`config.mk`:
```
export PLATFORM = sky130hd
export DESIGN_NAME = bcd_gated_counter
export DESIGN_NICKNAME = d
export VERILOG_FILES = /design/src/rtl/bcd_ctr_pkg.sv /design/src/rtl/bcd_ctr_ctrl.sv /design/src/rtl/bcd_ctr_decade.sv /design/src/rtl/bcd_ctr_datapath.sv /design/src/rtl/bcd_gated_counter.sv
export SDC_FILE = /design/constraint.sdc
export NUM_CORES = 1
export LEC_CHECK = 0
export BUFFER_PORTS_ARGS = -buffer_cell sky130_fd_sc_hd__buf_4
export CORE_ASPECT_RATIO = 1.4
export CORE_MARGIN = 5
export CORE_UTILIZATION = 53
export DETAILED_ROUTE_END_ITERATION = 8
export PLACE_DENSITY = 0.74
export REMOVE_ABC_BUFFERS = 1
export SLEW_MARGIN = 20
export SYNTH_ARGS = -nofsm -noshare
export SYNTH_HDL_FRONTEND = slang
export SYNTH_SLANG_ARGS = --single-unit
export TNS_END_PERCENT = 50
```
`constraint.sdc`:
```
create_clock -name clk -period 2.8 [get_ports clk]
set_clock_uncertainty 0.2 [all_clocks]
set_input_delay 0.84 -clock clk [delete_from_list [all_inputs] [get_ports clk]]
set_output_delay 0.84 -clock clk [all_outputs]
set_load 0.05 [all_outputs]
```
`src/rtl/bcd_ctr_pkg.sv`:
```
package bcd_ctr_pkg;
  localparam int DEF_DIGITS = 7;
  localparam int BCD_W      = 4;

  typedef struct packed {
    logic clr;
    logic inc;
    logic cap;
  } ctrStrobes_t;
endpackage

```
`src/rtl/bcd_ctr_ctrl.sv`:
```
module bcd_ctr_ctrl
  import bcd_ctr_pkg::*;
(
  input  logic        gateOpen,
  input  logic        cntEn,
  input  logic        latchStb,
  input  logic        clearStb,
  output ctrStrobes_t strobes
);
  always_comb begin
    strobes.clr = clearStb;
    // clear takes priority over counting
    strobes.inc = gateOpen && cntEn && !clearStb;
    strobes.cap = latchStb;
  end
endmodule

```
`src/rtl/bcd_ctr_decade.sv`:
```
module bcd_ctr_decade
  import bcd_ctr_pkg::*;
(
  input  logic             clk,
  input  logic             rst,
  input  logic             clr,
  input  logic             incIn,
  output logic [BCD_W-1:0] digit,
  output logic             carryOut
);
  localparam logic [BCD_W-1:0] TOP_VAL = BCD_W'(9);

  assign carryOut = incIn && (digit == TOP_VAL);

  always_ff @(posedge clk or posedge rst) begin
    if (rst)             digit <= '0;
    else if (clr)        digit <= '0;
    else if (incIn) begin
      if (digit == TOP_VAL) digit <= '0;
      else                  digit <= digit + BCD_W'(1);
    end
  end
endmodule

```
`src/rtl/bcd_ctr_datapath.sv`:
```
module bcd_ctr_datapath
  import bcd_ctr_pkg::*;
#(
  parameter int DIGITS = DEF_DIGITS,
  localparam int TOT_W = DIGITS * BCD_W
)(
  input  logic             clk,
  input  logic             rst,
  input  ctrStrobes_t      strobes,
  output logic [TOT_W-1:0] runDigits,
  output logic             runOvf,
  output logic [TOT_W-1:0] storeDigits,
  output logic             storeOvf
);
  logic [DIGITS:0] carryChain;
  assign carryChain[0] = strobes.inc;

  for (genvar g = 0; g < DIGITS; g++) begin : g_dec
    bcd_ctr_decade u_dec (
      .clk     (clk),
      .rst     (rst),
      .clr     (strobes.clr),
      .incIn   (carryChain[g]),
      .digit   (runDigits[g*BCD_W +: BCD_W]),
      .carryOut(carryChain[g+1])
    );
  end

  always_ff @(posedge clk or posedge rst) begin
    if (rst)                     runOvf <= 1'b0;
    else if (strobes.clr)        runOvf <= 1'b0;
    else if (carryChain[DIGITS]) runOvf <= 1'b1;
  end

  always_ff @(posedge clk or posedge rst) begin
    if (rst) begin
      storeDigits <= '0;
      storeOvf    <= 1'b0;
    end else if (strobes.cap) begin
      storeDigits <= runDigits;
      storeOvf    <= runOvf;
    end
  end
endmodule

```
`src/rtl/bcd_gated_counter.sv`:
```
module bcd_gated_counter
  import bcd_ctr_pkg::*;
#(
  parameter int DIGITS = DEF_DIGITS
)(
  input  logic                    clk,
  input  logic                    rst,
  input  logic                    cntEn,
  input  logic                    gateOpen,
  input  logic                    latchStb,
  input  logic                    clearStb,
  output logic [DIGITS*BCD_W-1:0] digitsOut,
  output logic                    ovfOut
);
  ctrStrobes_t             strobes;
  logic [DIGITS*BCD_W-1:0] runDigits;
  logic                    runOvf;

  bcd_ctr_ctrl u_ctrl (
    .gateOpen(gateOpen),
    .cntEn   (cntEn),
    .latchStb(latchStb),
    .clearStb(clearStb),
    .strobes (strobes)
  );

  bcd_ctr_datapath #(.DIGITS(DIGITS)) u_dp (
    .clk        (clk),
    .rst        (rst),
    .strobes    (strobes),
    .runDigits  (runDigits),
    .runOvf     (runOvf),
    .storeDigits(digitsOut),
    .storeOvf   (ovfOut)
  );
endmodule

```
==> run summary, run 1 <==
Final Hold Fails: 0
post-synth top area share: 51.5%
Post-CTS Setup Bufs: 0
worst hold slack: 0.236 ns
Setup crit end kind: register
fin crit period: 2.31 ns
#FFs+latches synth: 58
htree depth: 3
DR WL/cell: 15.4 um
async set-or-reset flop fraction in the synthesized netlist: 100%
antenna viol nets, final: 0
Post-synth EDFFs: 0
crit path cell chain: inv_1 > ha_1 > and3b_1 > nand3_4 > or4_1 > a21oi_1
Slowest-stage cell, CP: or4_1
DRC Markers: 0
worst vdd ir: 0.632 mV
fin area: 3350 um^2
CTS root buf: clkbuf_8
P_leak: 0.00162 uW
layout cells sized above 1: 28.9%
kind of cell adding the most delay to the critical path: simple AND/OR/NAND/NOR gates
Initial DRC Count: 180
Total GRT Usage: 17.9%
nets: 306
Vias/cell: 5.70
hold crit path type: in2async
WP data arrival: 2.38 ns
Slew HR: 74.8%
Inserted Clock Buffers: 9
worst-margin pin slew: 0.378 ns
power per cell area: 548 nW/um^2
die area: 6900 um^2
Die Width: 71.6 um
Synth area leader: dfrtp_1
fmax: 433 MHz
Worst-path clk slew: 0.06 ns
DP Worst Slack: 0.320 ns
RSZ-0062 raised after global routing: no
max-slew violation count: 0
final setup violating endpoints: 0
Max Cap Viol: 0
Max stage delay on crit path: 0.57 ns
antenna violations before repair: 0
Post-Syn Area: 2820 um^2
top cells by count, synth: dfrtp_1 (58), mux2_2 (29), o21ai_0 (20), a21oi_1 (17)
vias in the first global route: 1990
io pins: 35
synthesized instance count: 252
Detailed Route WL: 5500 um
Tcrit/Tclk final: 82.4%
synthesis-to-finish area growth: 18.7%
syn avg cell area: 11.2 um^2
Port Buf Inserts: 34
core area: 5160 um^2
aggregate negative setup slack: 0 ns
largest net degree at the start of global routing: 31
Main synth FF type: dfrtp_1
Worst Setup Path Type: reg2reg
HPWL Detailed: 3750 um
count leader, synth: dfrtp_1
Initial Util: 54.6%
sequential area share after synthesis: 51.5%
first-pass GRT wire length: 9450 um
Setup crit start kind: register
GR Overflow Total: 0
Critical Path RT: 2.87 ns
clk_lat worst skew: 0.35 ns
gpl congestion: 0.815
status: finished, final reports clean
distinct cell type count after synthesis: 33
synth warn: 0
Via Count: 2034
DR pass1 iterations: 4
Synth area leaders: dfrtp_1 (52%), mux2_2 (12%), ha_1 (6.2%), o21ai_0 (3.6%), a21oi_1 (3.0%)
Buf/Inv on CP: 1
DP Area: 3110 um^2
# clock sinks: 58
CTS tree: yes
clock buffer depth: 2
FP Rows: 31
Worst Slack Setup Final: 0.491 ns
CTS Hold Bufs: 0
Post-CTS Resized: 0
diode count: 0
die height: 96.3 um
CP Max Fanout: 27
area by class of cell:
class	instances	area (um^2)
clock inverter	6	105
clock buffer	10	128
fill	432	1810
timing repair buffer	38	298
inverter	14	52.6
sequential	58	1450
tap	66	82.6
multi-input combinational	165	1230
through the flow:
| step | instances | total power, uW | utilization (%) |
|---|---|---|---|
| 6_report | 357 | 1830 | 64.9 |
| 5_1_grt | 357 | 1900 | 64.9 |
| 4_1_cts | 357 | 1850 | 64.9 |
| 3_5_place_dp | 341 | 933 | 60.3 |
| 3_3_place_gp | 341 | 932 | 60.3 |
| 2_1_floorplan | 237 | 895 | - |
cells by family (layout without fill, tap and decap cells):
kind of cell | Yosys count | after routing | share of synthesized area (%)
compound gates | 51 | 51 | 10.2
xor+xnor | 1 | 1 | 0.311
mux | 29 | 29 | 11.6
fa+ha+maj | 14 | 14 | 6.22
flops | 58 | 58 | 51.5
buf+inv | 29 | 68 | 4.88
simple gates | 70 | 70 | 15.3
power by group:
group	switching [uW]	leakage [uW]	internal (uW)	total, uW
clock network	333	0.000120	586	920
registers	3.30	0.000809	842	845
logic	46.2	0.000691	23.9	70.1
worst paths after layout:
kind,start,to,slack [ns],depth (start not counted)
max in group asynchronous,rst,u_dp.storeDigits[11],1.65,3
worst min-delay path,rst,u_dp.g_dec[1].u_dec.digit[1],0.24,2
worst max-delay path,u_dp.g_dec[0].u_dec.digit[1],u_dp.g_dec[4].u_dec.digit[0],0.49,6
worst min register to register,u_dp.runOvf,u_dp.runOvf,0.30,2
worst max register to register,u_dp.g_dec[0].u_dec.digit[1],u_dp.g_dec[4].u_dec.digit[0],0.49,6
min in group clk,u_dp.runOvf,u_dp.runOvf,0.30,2
per-layer routing:
metal | wire length [um] | vias up | share of wire, % | track usage, %
li1 | - | 983 | - | -
met1 | 2360 | 992 | 43 | 22.3
met2 | 2740 | 44 | 50 | 28.4
met3 | 240 | 15 | 4.4 | 4.39
met4 | 155 | 0 | 2.8 | 10.3
met5 | 0 | - | 0 | 0
registers in the layout, summed over array words and instances (netlist names):
register and count:
u_dp.storeDigits 28, u_dp.g_dec.u_dec.digit 28, u_dp.runOvf 1, u_dp.storeOvf 1
cell usage in the layout, fill, tap and decap left out, types with 6 or more instances in the layout:
cell type  Yosys  layout
dfrtp_1       58      58
buf_4          1      37
mux2_2        29      29
o21ai_0       20      20
a21oi_1       17      17
ha_1          14      14
inv_1         14      13
nand2_1       11      11
clkbuf_8       0       9
and3b_1        8       8
or4_1          8       8
nor3_1         7       7
and3_1         6       6
nand3_1        6       6
worst register-to-register path, cell delays in order (launching register included):
cell	delay [ns]
dfrtp_1	0.43
inv_1	0.08
ha_1	0.15
and3b_1	0.35
nand3_4	0.30
or4_1	0.57
a21oi_1	0.15
Power figures use the tool's default switching activity.
==> run 2, diff against run 1 <==
==> constraint.sdc (replaced) <==
create_clock -name clk -period 2.3 [get_ports clk]
set_clock_uncertainty 0.2 [all_clocks]
set_input_delay 0.69 -clock clk [delete_from_list [all_inputs] [get_ports clk]]
set_output_delay 0.69 -clock clk [all_outputs]
set_load 0.05 [all_outputs]
==> run 2 against run 1 <==
  * Sequential power up 22%
  * Power grew 9.1%
  * Largest power group is now registers
  * Hold slack lost 0.036 ns
  * Setup slack worse by 0.32 ns
  * Critical endpoint is now u_dp.g_dec[6].u_dec.digit[1]
  * Register-to-register slack got worse by 0.32 ns
==> run summary, run 2 (same netlist as run 1, synthesis figures left out) <==
Layout fillers: 430 (-0.46%)
nets: 317 (+3.6%)
Inserted Clock Buffers: 9 (unchanged)
io pins: 35 (unchanged)
final setup violating endpoints: 0 (unchanged)
Total GRT Usage: 18.1% (+0.15 points)
status: finished, final reports clean
Worst Setup Path Type: reg2reg
Detailed Route WL: 5550 um (+0.91%)
GR Overflow Total: 0 (unchanged)
fmax: 469 MHz (+8.2%)
area of the multi-input gates: 1230 um^2 (+0.10%)
Critical Path RT: 2.37 ns (-0.50 ns)
Final Hold Fails: 0 (unchanged)
gpl congestion: 0.807 (-0.98%)
DR pass1 iterations: 4 (unchanged)
antenna violations before repair: 0 (unchanged)
Max Cap Viol: 0 (unchanged)
Worst Slack Setup Final: 0.167 ns (-0.324 ns)
synthesis-to-finish area growth: 20.0%
largest net degree at the start of global routing: 59 (+90%)
core area: 5160 um^2 (unchanged)
Via Count: 2060 (+1.3%)
Sequential Area: 1450 um^2 (unchanged)
FP Rows: 31 (unchanged)
hold crit path type: in2async
M1 WL: 2390 um (+1.0%)
Slew HR: 75.5% (+0.70 points)
met3 WL: 180 um (-25%)
clk_lat worst skew: 0.34 ns (about the same)
Port Buf Inserts: 34 (unchanged)
HPWL Detailed: 3760 um (+0.47%)
Setup crit end kind: register
Die Width: 71.6 um (unchanged)
Vias/cell: 5.60 (-1.7%)
dpl cells: 350 (+2.6%)
Tcrit/Tclk final: 92.7% (+10 points)
met2 WL: 2850 um (+4.0%)
first-pass GRT wire length: 9750 um (+3.1%)
# clock sinks: 58 (unchanged)
CTS tree: yes
commonest non-fill, non-tap cell in the layout: dfrtp_1
Initial DRC Count: 146 (-19%)
DRC Markers: 0 (unchanged)
Critical Path Source: u_dp.g_dec[1].u_dec.digit[0]
Max Used Layer: met4
layout cells sized above 1: 31.8% (+2.9 points)
Largest regs: u_dp.g_dec.u_dec.digit x28, u_dp.storeDigits x28
non-filler instance count after layout: 368 (+3.1%)
RSZ-0062 raised after global routing: no
max-slew violation count: 0 (unchanged)
vias in the first global route: 2177 (+9.4%)
Worst-path clk slew: 0.07 ns (about the same)
diode count: 0 (unchanged)
Initial Util: 54.6% (unchanged)
CP Max Fanout: 15 (-44%)
reg2reg start: u_dp.g_dec[1].u_dec.digit[0]
CTS Hold Bufs: 0 (unchanged)
worst-margin pin slew: 0.367 ns (-0.0105 ns)
worst vdd ir: 0.597 mV (-5.5%)
htree depth: 3 (unchanged)
clock buffer depth: 2 (unchanged)
CTS root buf: clkbuf_8
die height: 96.3 um (unchanged)
die area: 6900 um^2 (unchanged)
DR WL/cell: 15.1 um (-2.1%)
DP Worst Slack: 0.0476 ns (-0.273 ns)
antenna viol nets, final: 0 (unchanged)
Setup crit start kind: register
WP data arrival: 2.20 ns (-0.18 ns)
aggregate negative setup slack: 0 ns (unchanged)
commonest cells after routing, fill and taps aside: dfrtp_1 (58), buf_4 (48), mux2_2 (29)
fin crit period: 2.13 ns (-0.176 ns)
power per cell area: 592 nW/um^2 (+8.0%)
P_leak: 0.00165 uW (+1.7%)
==> run 2: stage by stage <==
stage | cell area [um^2] | utilization (%) | power [uW] | hold WS (ns)
2_1_floorplan | 2730 | - | 1090 | 0.255
5_1_grt | 3380 | 65.6 | 2080 | 0.230
6_report | 3380 | 65.6 | 2000 | 0.201
4_1_cts | 3370 | 65.2 | 2030 | 0.207
3_3_place_gp | 3180 | 61.7 | 1130 | 0.277
3_5_place_dp | 3180 | 61.7 | 1130 | 0.289
==> run 2: worst paths after layout <==
path	slack (ns)	to	depth (start not counted)
hold / removal	0.20	u_dp.g_dec[1].u_dec.digit[2]	3
max in group asynchronous	1.43	u_dp.storeDigits[8]	3
hold reg to reg	0.30	u_dp.g_dec[3].u_dec.digit[3]	1
setup / recovery	0.17	u_dp.g_dec[6].u_dec.digit[1]	5
min in group clk	0.30	u_dp.g_dec[3].u_dec.digit[3]	1
setup reg to reg	0.17	u_dp.g_dec[6].u_dec.digit[1]	5
==> run 2: power breakdown <==
part	total, uW	switching [uW]	internal [uW]
Sequential	1030	3.83	1020
Combinational	84.0	55.8	28.2
Clock	890	398	492
Total	2000	457	1540
==> run 2: final cells by class <==
type | count | area share (%)
Clock buffer | 10 | 3.77
Clock inverter | 6 | 1.70
Inverter | 14 | 1.55
Multi-Input combinational cell | 165 | 36.4
Sequential cell | 58 | 42.9
Tap cell | 66 | 2.44
Timing Repair Buffer | 49 | 11.2
==> run 2: what timing repair did <==
item | 4_1_cts | 5_1_grt
gates resized for setup | 0 | 1
hold endpoints to repair | 0 | 0
buffers inserted | 0 | 2
setup endpoints to repair | 0 | 2
==> run 2: critical path, stage by stage (launching register included) <==
cell,delay (ns)
dfrtp_1,0.44
ha_1,0.18
and3b_1,0.34
nand3_4,0.20
or4_1,0.55
a21oi_1,0.15
==> run 2: per-layer routing <==
layer | track usage [%] | up-vias
li1 | - | 1006
met1 | 20.6 | 1005
met2 | 31.5 | 37
met3 | 3.03 | 12
met4 | 10.8 | 0
met5 | 0 | -
